## config.mk

```make
export PLATFORM = sky130hd
export DESIGN_NAME = cflush_sequencer
export DESIGN_NICKNAME = d
export VERILOG_FILES = /design/src/rtl/cfs_pkg.sv /design/src/rtl/cfs_step_ctr.sv /design/src/rtl/cfs_bus_mux.sv /design/src/rtl/cflush_sequencer.sv
export SDC_FILE = /design/constraint.sdc
export NUM_CORES = 1
export LEC_CHECK = 0
export CELL_PAD_IN_SITES_DETAIL_PLACEMENT = 0
export CELL_PAD_IN_SITES_GLOBAL_PLACEMENT = 1
export CORE_AREA = 2 2 85 87
export DETAILED_ROUTE_END_ITERATION = 16
export DIE_AREA = 0 0 87 89
export DONT_BUFFER_PORTS = 1
export GPL_TIMING_DRIVEN = 0
export PLACE_DENSITY = 0.56
export REMOVE_ABC_BUFFERS = 1
export SETUP_SLACK_MARGIN = 0.15
export SLEW_MARGIN = 25
export SYNTH_ARGS = -nofsm -noshare
export SYNTH_HDL_FRONTEND = slang
export SYNTH_SLANG_ARGS = --single-unit
```

## constraint.sdc

```tcl
create_clock -name clk -period 4.9 [get_ports clk]
set_input_delay 1.47 -clock clk [delete_from_list [all_inputs] [get_ports clk]]
set_output_delay 1.47 -clock clk [all_outputs]
set_load 0.02 [all_outputs]
```

## src/rtl/cfs_pkg.sv

```systemverilog
// Package: shared state encoding and byte-enable codes for the flush sequencer.
// Assumes one 32-byte line per tag entry and a 64-bit data bus.
package cfs_pkg;
    typedef enum logic [2:0] {
        ST_IDLE,
        ST_DSCAN,
        ST_WB,
        ST_DINV,
        ST_ISCAN,
        ST_SPC1,
        ST_SPC2,
        ST_DONE
    } cfs_state_t;

    localparam logic [7:0] BE_WBINV = 8'hF7;
    localparam logic [7:0] BE_INVAL = 8'hFD;
    localparam logic [7:0] BE_FULL  = 8'hFF;
endpackage

```

## src/rtl/cfs_step_ctr.sv

```systemverilog
// Module: wrapping up-counter used for the line index and for the burst beat.
// Assumes LIMIT >= 2. at_last flags the final count; an increment there wraps to 0.
module cfs_step_ctr #(
    parameter int LIMIT = 128,
    localparam int W = $clog2(LIMIT)
) (
    input  logic         clk,
    input  logic         rst_n,
    input  logic         clr,
    input  logic         inc,
    output logic [W-1:0] cnt,
    output logic         at_last
);
    // Flag the final count of the range.
    assign at_last = (cnt == W'(LIMIT - 1));

    // Clear, step or wrap the count.
    always_ff @(posedge clk) begin
        if (!rst_n || clr)
            cnt <= '0;
        else if (inc)
            cnt <= at_last ? '0 : cnt + 1'b1;
    end


    ctr_wrap_chk: assert property (@(posedge clk) disable iff (!rst_n)
        (inc && at_last && !clr) |=> (cnt == '0));
endmodule

```

## src/rtl/cfs_bus_mux.sv

```systemverilog
// Module: forms the bus master outputs from the sequencer state.
// Assumes the state, tag, beat and line data are all stable for a whole cycle.
// Writebacks are data-type memory writes; special cycles are control-type memory
// writes at address zero.
module cfs_bus_mux
    import cfs_pkg::*;
#(
    parameter int ADDR_W = 32,
    parameter int DATA_W = 64,
    parameter int TAG_W  = 27,
    parameter int BEAT_W = 2,
    localparam int OFS_W = $clog2(DATA_W / 8)
) (
    input  cfs_state_t             state,
    input  logic [TAG_W-1:0]       tag,
    input  logic [BEAT_W-1:0]      beat,
    input  logic [DATA_W-1:0]      line_data,
    output logic                   bus_cyc,
    output logic [ADDR_W-1:OFS_W]  bus_addr,
    output logic [7:0]             bus_be,
    output logic [DATA_W-1:0]      bus_wdata,
    output logic                   bus_wr,
    output logic                   bus_mem,
    output logic                   bus_data
);
    // Decode the bus fields for the current state.
    always_comb begin
        bus_cyc   = 1'b0;
        bus_addr  = '0;
        bus_be    = BE_FULL;
        bus_wdata = '0;
        bus_wr    = 1'b0;
        bus_mem   = 1'b0;
        bus_data  = 1'b0;
        case (state)
            ST_WB: begin
                bus_cyc   = 1'b1;
                bus_addr  = {tag, beat};
                bus_wdata = line_data;
                bus_wr    = 1'b1;
                bus_mem   = 1'b1;
                bus_data  = 1'b1;
            end
            ST_SPC1, ST_SPC2: begin
                bus_cyc = 1'b1;
                bus_be  = (state == ST_SPC1) ? BE_WBINV : BE_INVAL;
                bus_wr  = 1'b1;
                bus_mem = 1'b1;
            end
            default: ;
        endcase
    end
endmodule

```

## src/rtl/cflush_sequencer.sv

```systemverilog
// Module: cache writeback-and-invalidate sequencer (top).
// Walks the data cache, writing back modified lines as 4-beat bursts before
// invalidating them. Then walks the instruction cache, and then runs the F7h and FDh
// special cycles, each waiting for its own ready. Assumes combinational tag and
// line-data reads and two caches of equal line count.
module cflush_sequencer
    import cfs_pkg::*;
#(
    parameter int LINES      = 128,
    parameter int ADDR_W     = 32,
    parameter int DATA_W     = 64,
    parameter int LINE_BYTES = 32,
    localparam int IDX_W  = $clog2(LINES),
    localparam int BEATS  = LINE_BYTES / (DATA_W / 8),
    localparam int BEAT_W = $clog2(BEATS),
    localparam int OFS_W  = $clog2(DATA_W / 8),
    localparam int TAG_W  = ADDR_W - $clog2(LINE_BYTES)
) (
    input  logic                  clk,
    input  logic                  rst_n,
    input  logic                  flush_req,
    output logic                  flush_done,
    output logic [IDX_W-1:0]      dc_idx,
    input  logic                  dc_modified,
    input  logic [TAG_W-1:0]      dc_tag,
    output logic                  dc_inval,
    output logic [IDX_W-1:0]      ic_idx,
    output logic                  ic_inval,
    output logic [BEAT_W-1:0]     ld_beat,
    input  logic [DATA_W-1:0]     ld_data,
    output logic                  bus_cyc,
    output logic [ADDR_W-1:OFS_W] bus_addr,
    output logic [7:0]            bus_be,
    output logic [DATA_W-1:0]     bus_wdata,
    output logic                  bus_wr,
    output logic                  bus_mem,
    output logic                  bus_data,
    input  logic                  bus_rdy
);
    cfs_state_t        state, state_nx;
    logic              idx_clr, idx_inc, idx_last;
    logic              beat_clr, beat_inc, beat_last;
    logic [IDX_W-1:0]  idx;
    logic [BEAT_W-1:0] beat;

    cfs_step_ctr #(.LIMIT(LINES)) u_idx (
        .clk(clk), .rst_n(rst_n), .clr(idx_clr), .inc(idx_inc),
        .cnt(idx), .at_last(idx_last)
    );

    cfs_step_ctr #(.LIMIT(BEATS)) u_beat (
        .clk(clk), .rst_n(rst_n), .clr(beat_clr), .inc(beat_inc),
        .cnt(beat), .at_last(beat_last)
    );

    cfs_bus_mux #(
        .ADDR_W(ADDR_W), .DATA_W(DATA_W), .TAG_W(TAG_W), .BEAT_W(BEAT_W)
    ) u_mux (
        .state(state), .tag(dc_tag), .beat(beat), .line_data(ld_data),
        .bus_cyc(bus_cyc), .bus_addr(bus_addr), .bus_be(bus_be),
        .bus_wdata(bus_wdata), .bus_wr(bus_wr), .bus_mem(bus_mem),
        .bus_data(bus_data)
    );

    // Next-state and strobe decode for the sweep.
    always_comb begin
        state_nx = state;
        idx_clr  = (state == ST_IDLE);
        beat_clr = (state == ST_IDLE);
        idx_inc  = 1'b0;
        beat_inc = 1'b0;
        dc_inval = 1'b0;
        ic_inval = 1'b0;
        case (state)
            ST_IDLE:  if (flush_req) state_nx = ST_DSCAN;
            ST_DSCAN: begin
                if (dc_modified) begin
                    state_nx = ST_WB;
                end else begin
                    dc_inval = 1'b1;
                    idx_inc  = 1'b1;
                    if (idx_last) state_nx = ST_ISCAN;
                end
            end
            ST_WB: begin
                if (bus_rdy) begin
                    beat_inc = 1'b1;
                    if (beat_last) state_nx = ST_DINV;
                end
            end
            ST_DINV: begin
                dc_inval = 1'b1;
                idx_inc  = 1'b1;
                state_nx = idx_last ? ST_ISCAN : ST_DSCAN;
            end
            ST_ISCAN: begin
                ic_inval = 1'b1;
                idx_inc  = 1'b1;
                if (idx_last) state_nx = ST_SPC1;
            end
            ST_SPC1:  if (bus_rdy) state_nx = ST_SPC2;
            ST_SPC2:  if (bus_rdy) state_nx = ST_DONE;
            ST_DONE:  state_nx = ST_IDLE;
            default:  state_nx = ST_IDLE;
        endcase
    end

    // State register with synchronous reset.
    always_ff @(posedge clk) begin
        if (!rst_n) state <= ST_IDLE;
        else        state <= state_nx;
    end

    assign dc_idx     = idx;
    assign ic_idx     = idx;
    assign ld_beat    = beat;
    assign flush_done = (state == ST_DONE);


    one_cache_chk: assert property (@(posedge clk) disable iff (!rst_n)
        !(dc_inval && ic_inval));

    no_inval_on_bus_chk: assert property (@(posedge clk) disable iff (!rst_n)
        bus_cyc |-> (!dc_inval && !ic_inval));

    stall_hold_chk: assert property (@(posedge clk) disable iff (!rst_n)
        (bus_cyc && !bus_rdy) |=> (bus_cyc && $stable(bus_addr) && $stable(bus_be)));

    spc_order_chk: assert property (@(posedge clk) disable iff (!rst_n)
        (bus_cyc && bus_be == BE_WBINV && bus_rdy) |=> (bus_cyc && bus_be == BE_INVAL));

    done_after_fd_chk: assert property (@(posedge clk) disable iff (!rst_n)
        (bus_cyc && bus_be == BE_INVAL && bus_rdy) |=> flush_done);

    done_single_chk: assert property (@(posedge clk) disable iff (!rst_n)
        flush_done |=> !flush_done);

    busy_ignore_chk: assert property (@(posedge clk) disable iff (!rst_n)
        (flush_done && flush_req) |=> !bus_cyc && !dc_inval);
endmodule

```

==> results.sh, run 1 <==
export IMPL_status="complete, no violations"
export IMPL_worst_pin_slew_ns=0.647
export IMPL_cts_max_path_buffers=2
export IMPL_cts_setup_buffers=0
export IMPL_syn_avg_cell_area_sq_um=7.21
export IMPL_fmax_mhz=272
export IMPL_p_clk_share_pct=16.9
export IMPL_cts_sinks=12
export IMPL_fillCellCount=745
export IMPL_final_nets=287
export IMPL_power_frac_comb_pct=58.1
export IMPL_post_place_cells=264
export IMPL_rows=30
export IMPL_synth_top_area_cell="and2_1"
export IMPL_syn_area_sq_mm=0.00148
export IMPL_yosysSeqAreaShare_pct=16.3
export IMPL_cp_top_family="simple AND/OR/NAND/NOR gates"
export IMPL_cts_tree="built"
export IMPL_viasPerCell=5.30
export IMPL_path_class="reg -> out"
export IMPL_path_cells="nor3b_4, buf_6, buf_8, and2_1"
export IMPL_p_switching_uw=355
export IMPL_start_util_pct=22.0
export IMPL_routed_wl_mm=7.50
export IMPL_ys_ff_latch=12
export IMPL_finalSetupViolCount=0
export IMPL_synth_cell_types=39
export IMPL_start_kind="flop"
export IMPL_fin_crit_ns=3.68
export IMPL_die_area_sq_mm=0.00774
export IMPL_drc=0
export IMPL_p_per_area_mw_per_mm2=411
export IMPL_critPathRequiredTime_ns=3.43
export IMPL_r2r_setup_slack_ns=2.67
export IMPL_cp_arrival_ns=2.21
export IMPL_layout_cells_non_filler=281
export IMPL_first_pass_iters=4
export IMPL_vias=1490
export IMPL_multi_input_area_sq_mm=0.00107
export IMPL_p_sw_share_pct=55.3
export IMPL_final_common_cell="and2_1"
export IMPL_grt_overflow=0
export IMPL_clock_skew_ns=0.00329
export IMPL_grt_pass1_vias=1224
export IMPL_relSlewSlack_pct=57.0
export IMPL_die_height_um=89
export IMPL_postCtsHoldBufs=0
export IMPL_cts_htree_levels=1
export IMPL_hpwl_mm=6.69
export IMPL_yosys_warnings=0
export IMPL_drt_iter0_markers=62
export IMPL_grt_usage_pct=18.1
export IMPL_hold_depth=2
export IMPL_crit_path_max_incr_delay_ns=0.62
export IMPL_crit_path_top_delay_cell="dfxtp_1"
export IMPL_cap_violations=0
export IMPL_pwr_share_seq_pct=25.0
export IMPL_portBuffers=0
export IMPL_maxSlewViolCount=0
export IMPL_synth_top_cell_area_share_pct=39.8
export IMPL_area_growth_pct=5.42
export IMPL_final_cell_mix="and2_1 (94), dfxtp_1 (12), a21oi_1 (8)"
export IMPL_cp_max_fo=25
export IMPL_cts_resized=0
export IMPL_synthTopCellsByArea="and2_1 (40%), dfxtp_1 (16%), buf_4 (7.6%)"
export IMPL_min_path_type="reg -> reg"
export IMPL_hold_violations=0
export IMPL_rsz0062_at_grt="no"
export IMPL_fin_hold_ws_ns=0.603
export IMPL_cell_internal_pwr_uw=286
export IMPL_vdd_drop_max_mv=0.182
export IMPL_p_leak_nw=0.589
export IMPL_place_gp_congestion=0.923
export IMPL_grt_max_degree=37
export IMPL_path_depth=4
export IMPL_antenna_found_initial=29
export IMPL_cts_root_buf="clkbuf_8"
export IMPL_endpoint_kind="output pin"
export IMPL_io_pins=220
export IMPL_ant_nets=0
export IMPL_die_w_um=87
export IMPL_worstSkewPairLatency_ns=0.24
export IMPL_clkTransAtPathRegs_ns=0.05
export IMPL_critPathBufInv=2
export IMPL_r2r_cells=4
export IMPL_netlist_instances=205
export IMPL_regArea_sq_um=240
export IMPL_drive_gt1_share_pct=7.98
export IMPL_post_route_period_util_pct=75.1
export IMPL_grt_pass1_wl_mm=9.33
export IMPL_cts_made_buffers=3
export IMPL_core_area_sq_mm=0.00672
export IMPL_wl_per_cell_um=26.7
cells in the mapped netlist, drive strengths merged:
cell    count
clkbuf     10
a21oi       8
o31a        1
nand3       1
or3         3
and2       94
o211a       1
or4         4
o22ai       1
nand3b      1
ha          2
nand2       7
nand2b      3
o31ai       6
inv         5
o21a        1
o21ai       1
dfxtp      12
nand4       2
buf        19
o311ai      1
xor2        1
nor4b       1
and3        2
conb        1
nor2        4
nor3        2
o221a       1
a31oi       1
nor2b       1
mux2i       2
nor3b       2
o211ai      4
routing by layer:
layer / GRT usage [%] / up-vias / wire length, um
li1: - / 645 / -
met1: 18.6 / 648 / 2510
met2: 23.0 / 151 / 2790
met3: 23.3 / 26 / 1940
met4: 2.56 / 20 / 125
met5: 0 / - / 127
tightest hold or removal path, stage by stage, from the launching register on:
cell	delay, ns
dfxtp_1	0.40
nand2_1	0.10
a21oi_1	0.06
final cells by class:
class | count | share of cell area [%]
repair buffers | 3 | 2.41
inverters | 5 | 1.20
diodes | 13 | 2.09
flip-flops and latches | 12 | 15.4
clock buffers | 4 | 3.53
multi-input cells | 164 | 68.9
well taps | 80 | 6.43
metrics by stage:
stage / cell area [sq um] / TNS [ns] / worst slack, ns / total power [mW] / utilization [%]
floorplan: 1320 / 0 / 0.433 / 0.457 / -
global placement: 1420 / -47.63 / -0.603 / 0.516 / 21.1
detailed placement: 1460 / 0 / 1.46 / 0.532 / 21.8
CTS: 1520 / 0 / 1.19 / 0.641 / 22.6
global route: 1540 / 0 / 0.998 / 0.683 / 22.9
finish: 1560 / 0 / 1.22 / 0.641 / 23.2
sequential cells by signal (all words and copies together), names as in the netlist:
register and cells:
u_idx.cnt 7, u_beat.cnt 2, state 3
final timing paths:
kind | start | endpoint
worst min-delay path | u_beat.cnt[1] | u_beat.cnt[1]
worst min register to register | u_beat.cnt[1] | u_beat.cnt[1]
worst max-delay path | state[1] | bus_addr[31]
worst max register to register | state[2] | u_idx.cnt[3]
logic make-up (layout without fill, tap and decap cells):
group | count (synthesis) | in the layout | synth area share [%]
adder cells (fa/ha/maj) | 2 | 2 | 1.69
AO/OA/AOI/OAI | 26 | 26 | 12.8
buffers and inverters | 34 | 12 | 13.2
flip-flops | 12 | 12 | 16.3
multiplexers | 2 | 2 | 1.35
AND/OR/NAND/NOR | 127 | 127 | 53.9
XOR/XNOR | 1 | 1 | 0.593
other | 1 | 19 | 0.254
power by group through the flow:
stage | Combinational [mW] | Sequential, mW | Clock [mW]
CTS | 0.372 | 0.159 | 0.111
floorplan | 0.308 | 0.149 | 0
finish | 0.372 | 0.160 | 0.109
detailed placement | 0.371 | 0.161 | 0
global route | 0.402 | 0.165 | 0.116
global placement | 0.357 | 0.159 | 0
(Power assumes the default switching activity.)
==> run 2, diff against run 1 <==
CORE_AREA = 2 2 86 88   (was 2 2 85 87)
DIE_AREA = 0 0 88 90   (was 0 0 87 89)
PLACE_DENSITY = 0.55   (was 0.56)
clock period = 3.6 ns   (was 4.9 ns; I/O delays follow)
==> run 2 against run 1 <==
Flip-flop and latch count unchanged. Clock-buffer cell count unchanged. Wire length up 8.6%. Worst setup slack worse by 0.87 ns. Die area grew 2.3%. First-iteration DRC count shrank 27%. Clock skew hardly changed. Global-route usage up 1.1 points. Largest power group unchanged. Highest routed layer unchanged.
==> results.sh, run 2 (same netlist as run 1, synthesis figures left out) <==
export IMPL_status="complete, no violations"
export IMPL_start_util_pct=21.0
export IMPL_cts_sinks=12
export IMPL_p_clk_share_pct=16.6
export IMPL_finalSetupViolCount=0
export IMPL_endpoint_kind="output pin"
export IMPL_first_pass_iters=4
export IMPL_cp_max_fo=34
export IMPL_rsz0062_at_grt="no"
export IMPL_viasPerCell=4.90
export IMPL_die_w_um=88
export IMPL_post_place_cells=284
export IMPL_vias=1459
export IMPL_cts_resized=0
export IMPL_final_cell_mix="and2_1 (94), dfxtp_1 (12), a21oi_1 (8)"
export IMPL_cts_setup_buffers=0
export IMPL_fin_util_pct=22.6
export IMPL_hpwl_mm=7.33
export IMPL_worstSkewPairLatency_ns=0.24
export IMPL_area_growth_pct=7.28
export IMPL_wl_per_cell_um=27.3
export IMPL_p_per_area_mw_per_mm2=563
export IMPL_fin_hold_ws_ns=0.615
export IMPL_maxSlewViolCount=0
export IMPL_die_height_um=90
export IMPL_die_area_sq_mm=0.00792
export IMPL_start_kind="flop"
export IMPL_cap_violations=0
export IMPL_p_leak_nw=0.595
export IMPL_final_common_cell="and2_1"
export IMPL_place_gp_congestion=0.863
export IMPL_cts_root_buf="clkbuf_8"
export IMPL_grt_max_degree=35
export IMPL_rows=31
export IMPL_cts_made_buffers=3
export IMPL_postCtsHoldBufs=0
export IMPL_layout_cells_non_filler=298
export IMPL_grt_pass1_vias=1303
export IMPL_top_register="u_idx.cnt"
export IMPL_worst_pin_slew_ns=0.646
export IMPL_setup_tns_ns=0
export IMPL_cell_internal_pwr_uw=394
export IMPL_vdd_drop_max_mv=0.168
export IMPL_p_sw_share_pct=55.8
export IMPL_clock_skew_ns=0.00286
export IMPL_p_switching_uw=498
export IMPL_reg_top3="u_idx.cnt (7), state (3), u_beat.cnt (2)"
export IMPL_io_pins=220
export IMPL_largest_register_ffs=7
export IMPL_drc=0
export IMPL_cts_max_path_buffers=2
export IMPL_cts_tree="built"
export IMPL_critPathRequiredTime_ns=2.52
export IMPL_fin_crit_ns=3.25
export IMPL_antenna_found_initial=19
export IMPL_power_frac_comb_pct=58.8
export IMPL_core_area_sq_mm=0.00702
export IMPL_grt_overflow=0
export IMPL_drive_gt1_share_pct=8.47
export IMPL_grt_usage_pct=19.1
export IMPL_pwr_share_seq_pct=24.6
export IMPL_final_nets=288
export IMPL_routed_wl_mm=8.14
export IMPL_min_path_type="reg -> reg"
export IMPL_fmax_mhz=307
export IMPL_ant_nets=0
export IMPL_post_route_period_util_pct=90.4
export IMPL_drt_iter0_markers=45
export IMPL_cts_htree_levels=1
export IMPL_cp_arrival_ns=2.17
export IMPL_clkTransAtPathRegs_ns=0.05
export IMPL_relSlewSlack_pct=56.8
export IMPL_path_class="reg -> out"
export IMPL_grt_pass1_wl_mm=10.4
export IMPL_portBuffers=0
export IMPL_hold_violations=0
==> run 2: changes by cell type in the layout (fill, tap and decap cells not counted) <==
cell | previous run | this run
buf_6 | 2 | 3
diode_2 | 13 | 10
==> run 2: worst max-delay path: stages, from the launching register on <==
cell and delay, ns:
dfxtp_1 0.63, nor3b_4 0.41, buf_8 0.20, buf_6 0.15, buf_6 0.19, and2_1 0.33
==> run 2: path summary, 6_finish.rpt <==
kind	endpoint	start	depth (start not counted)	slack, ns
setup / recovery	bus_wdata[43]	state[1]	5	0.35
hold / removal	u_beat.cnt[1]	u_beat.cnt[1]	2	0.61
setup reg to reg	u_idx.cnt[3]	state[2]	4	1.41
hold reg to reg	u_beat.cnt[1]	u_beat.cnt[1]	2	0.61
==> run 2: metal layers <==
layer	part of all wire [%]	vias to the layer above	wire [um]	GRT usage, %
met1	39	654	3160	24.0
met3	17	18	1410	13.1
li1	-	637	-	-
met5	0.54	-	44	0
met2	42	144	3450	28.5
met4	0.97	6	79	0.769
==> run 2: per-stage QoR <==
stage	area, sq um	worst slack (ns)	power, mW
after floorplan	1320	-0.477	0.621
after global placement	1440	-1.76	0.719
after detailed placement	1500	0.571	0.746
after CTS	1550	0.316	0.894
after global routing	1570	0.159	0.950
final	1590	0.347	0.892
==> run 2: area by class of cell <==
class	count	area (sq um)
Inverter	5	18.8
Clock buffer	4	55.1
Multi-Input combinational cell	164	1070
Sequential cell	12	240
Fill cell	807	5440
Timing Repair Buffer	4	48.8
Antenna cell	10	25.0
Tap cell	99	124
==> run 2: power groups by stage <==
stage	Sequential (mW)	Clock, mW	Combinational, mW
6_report	0.219	0.148	0.525
5_1_grt	0.226	0.157	0.567
4_1_cts	0.219	0.151	0.524
3_5_place_dp	0.223	0	0.523
3_3_place_gp	0.218	0	0.501
2_1_floorplan	0.202	0	0.419
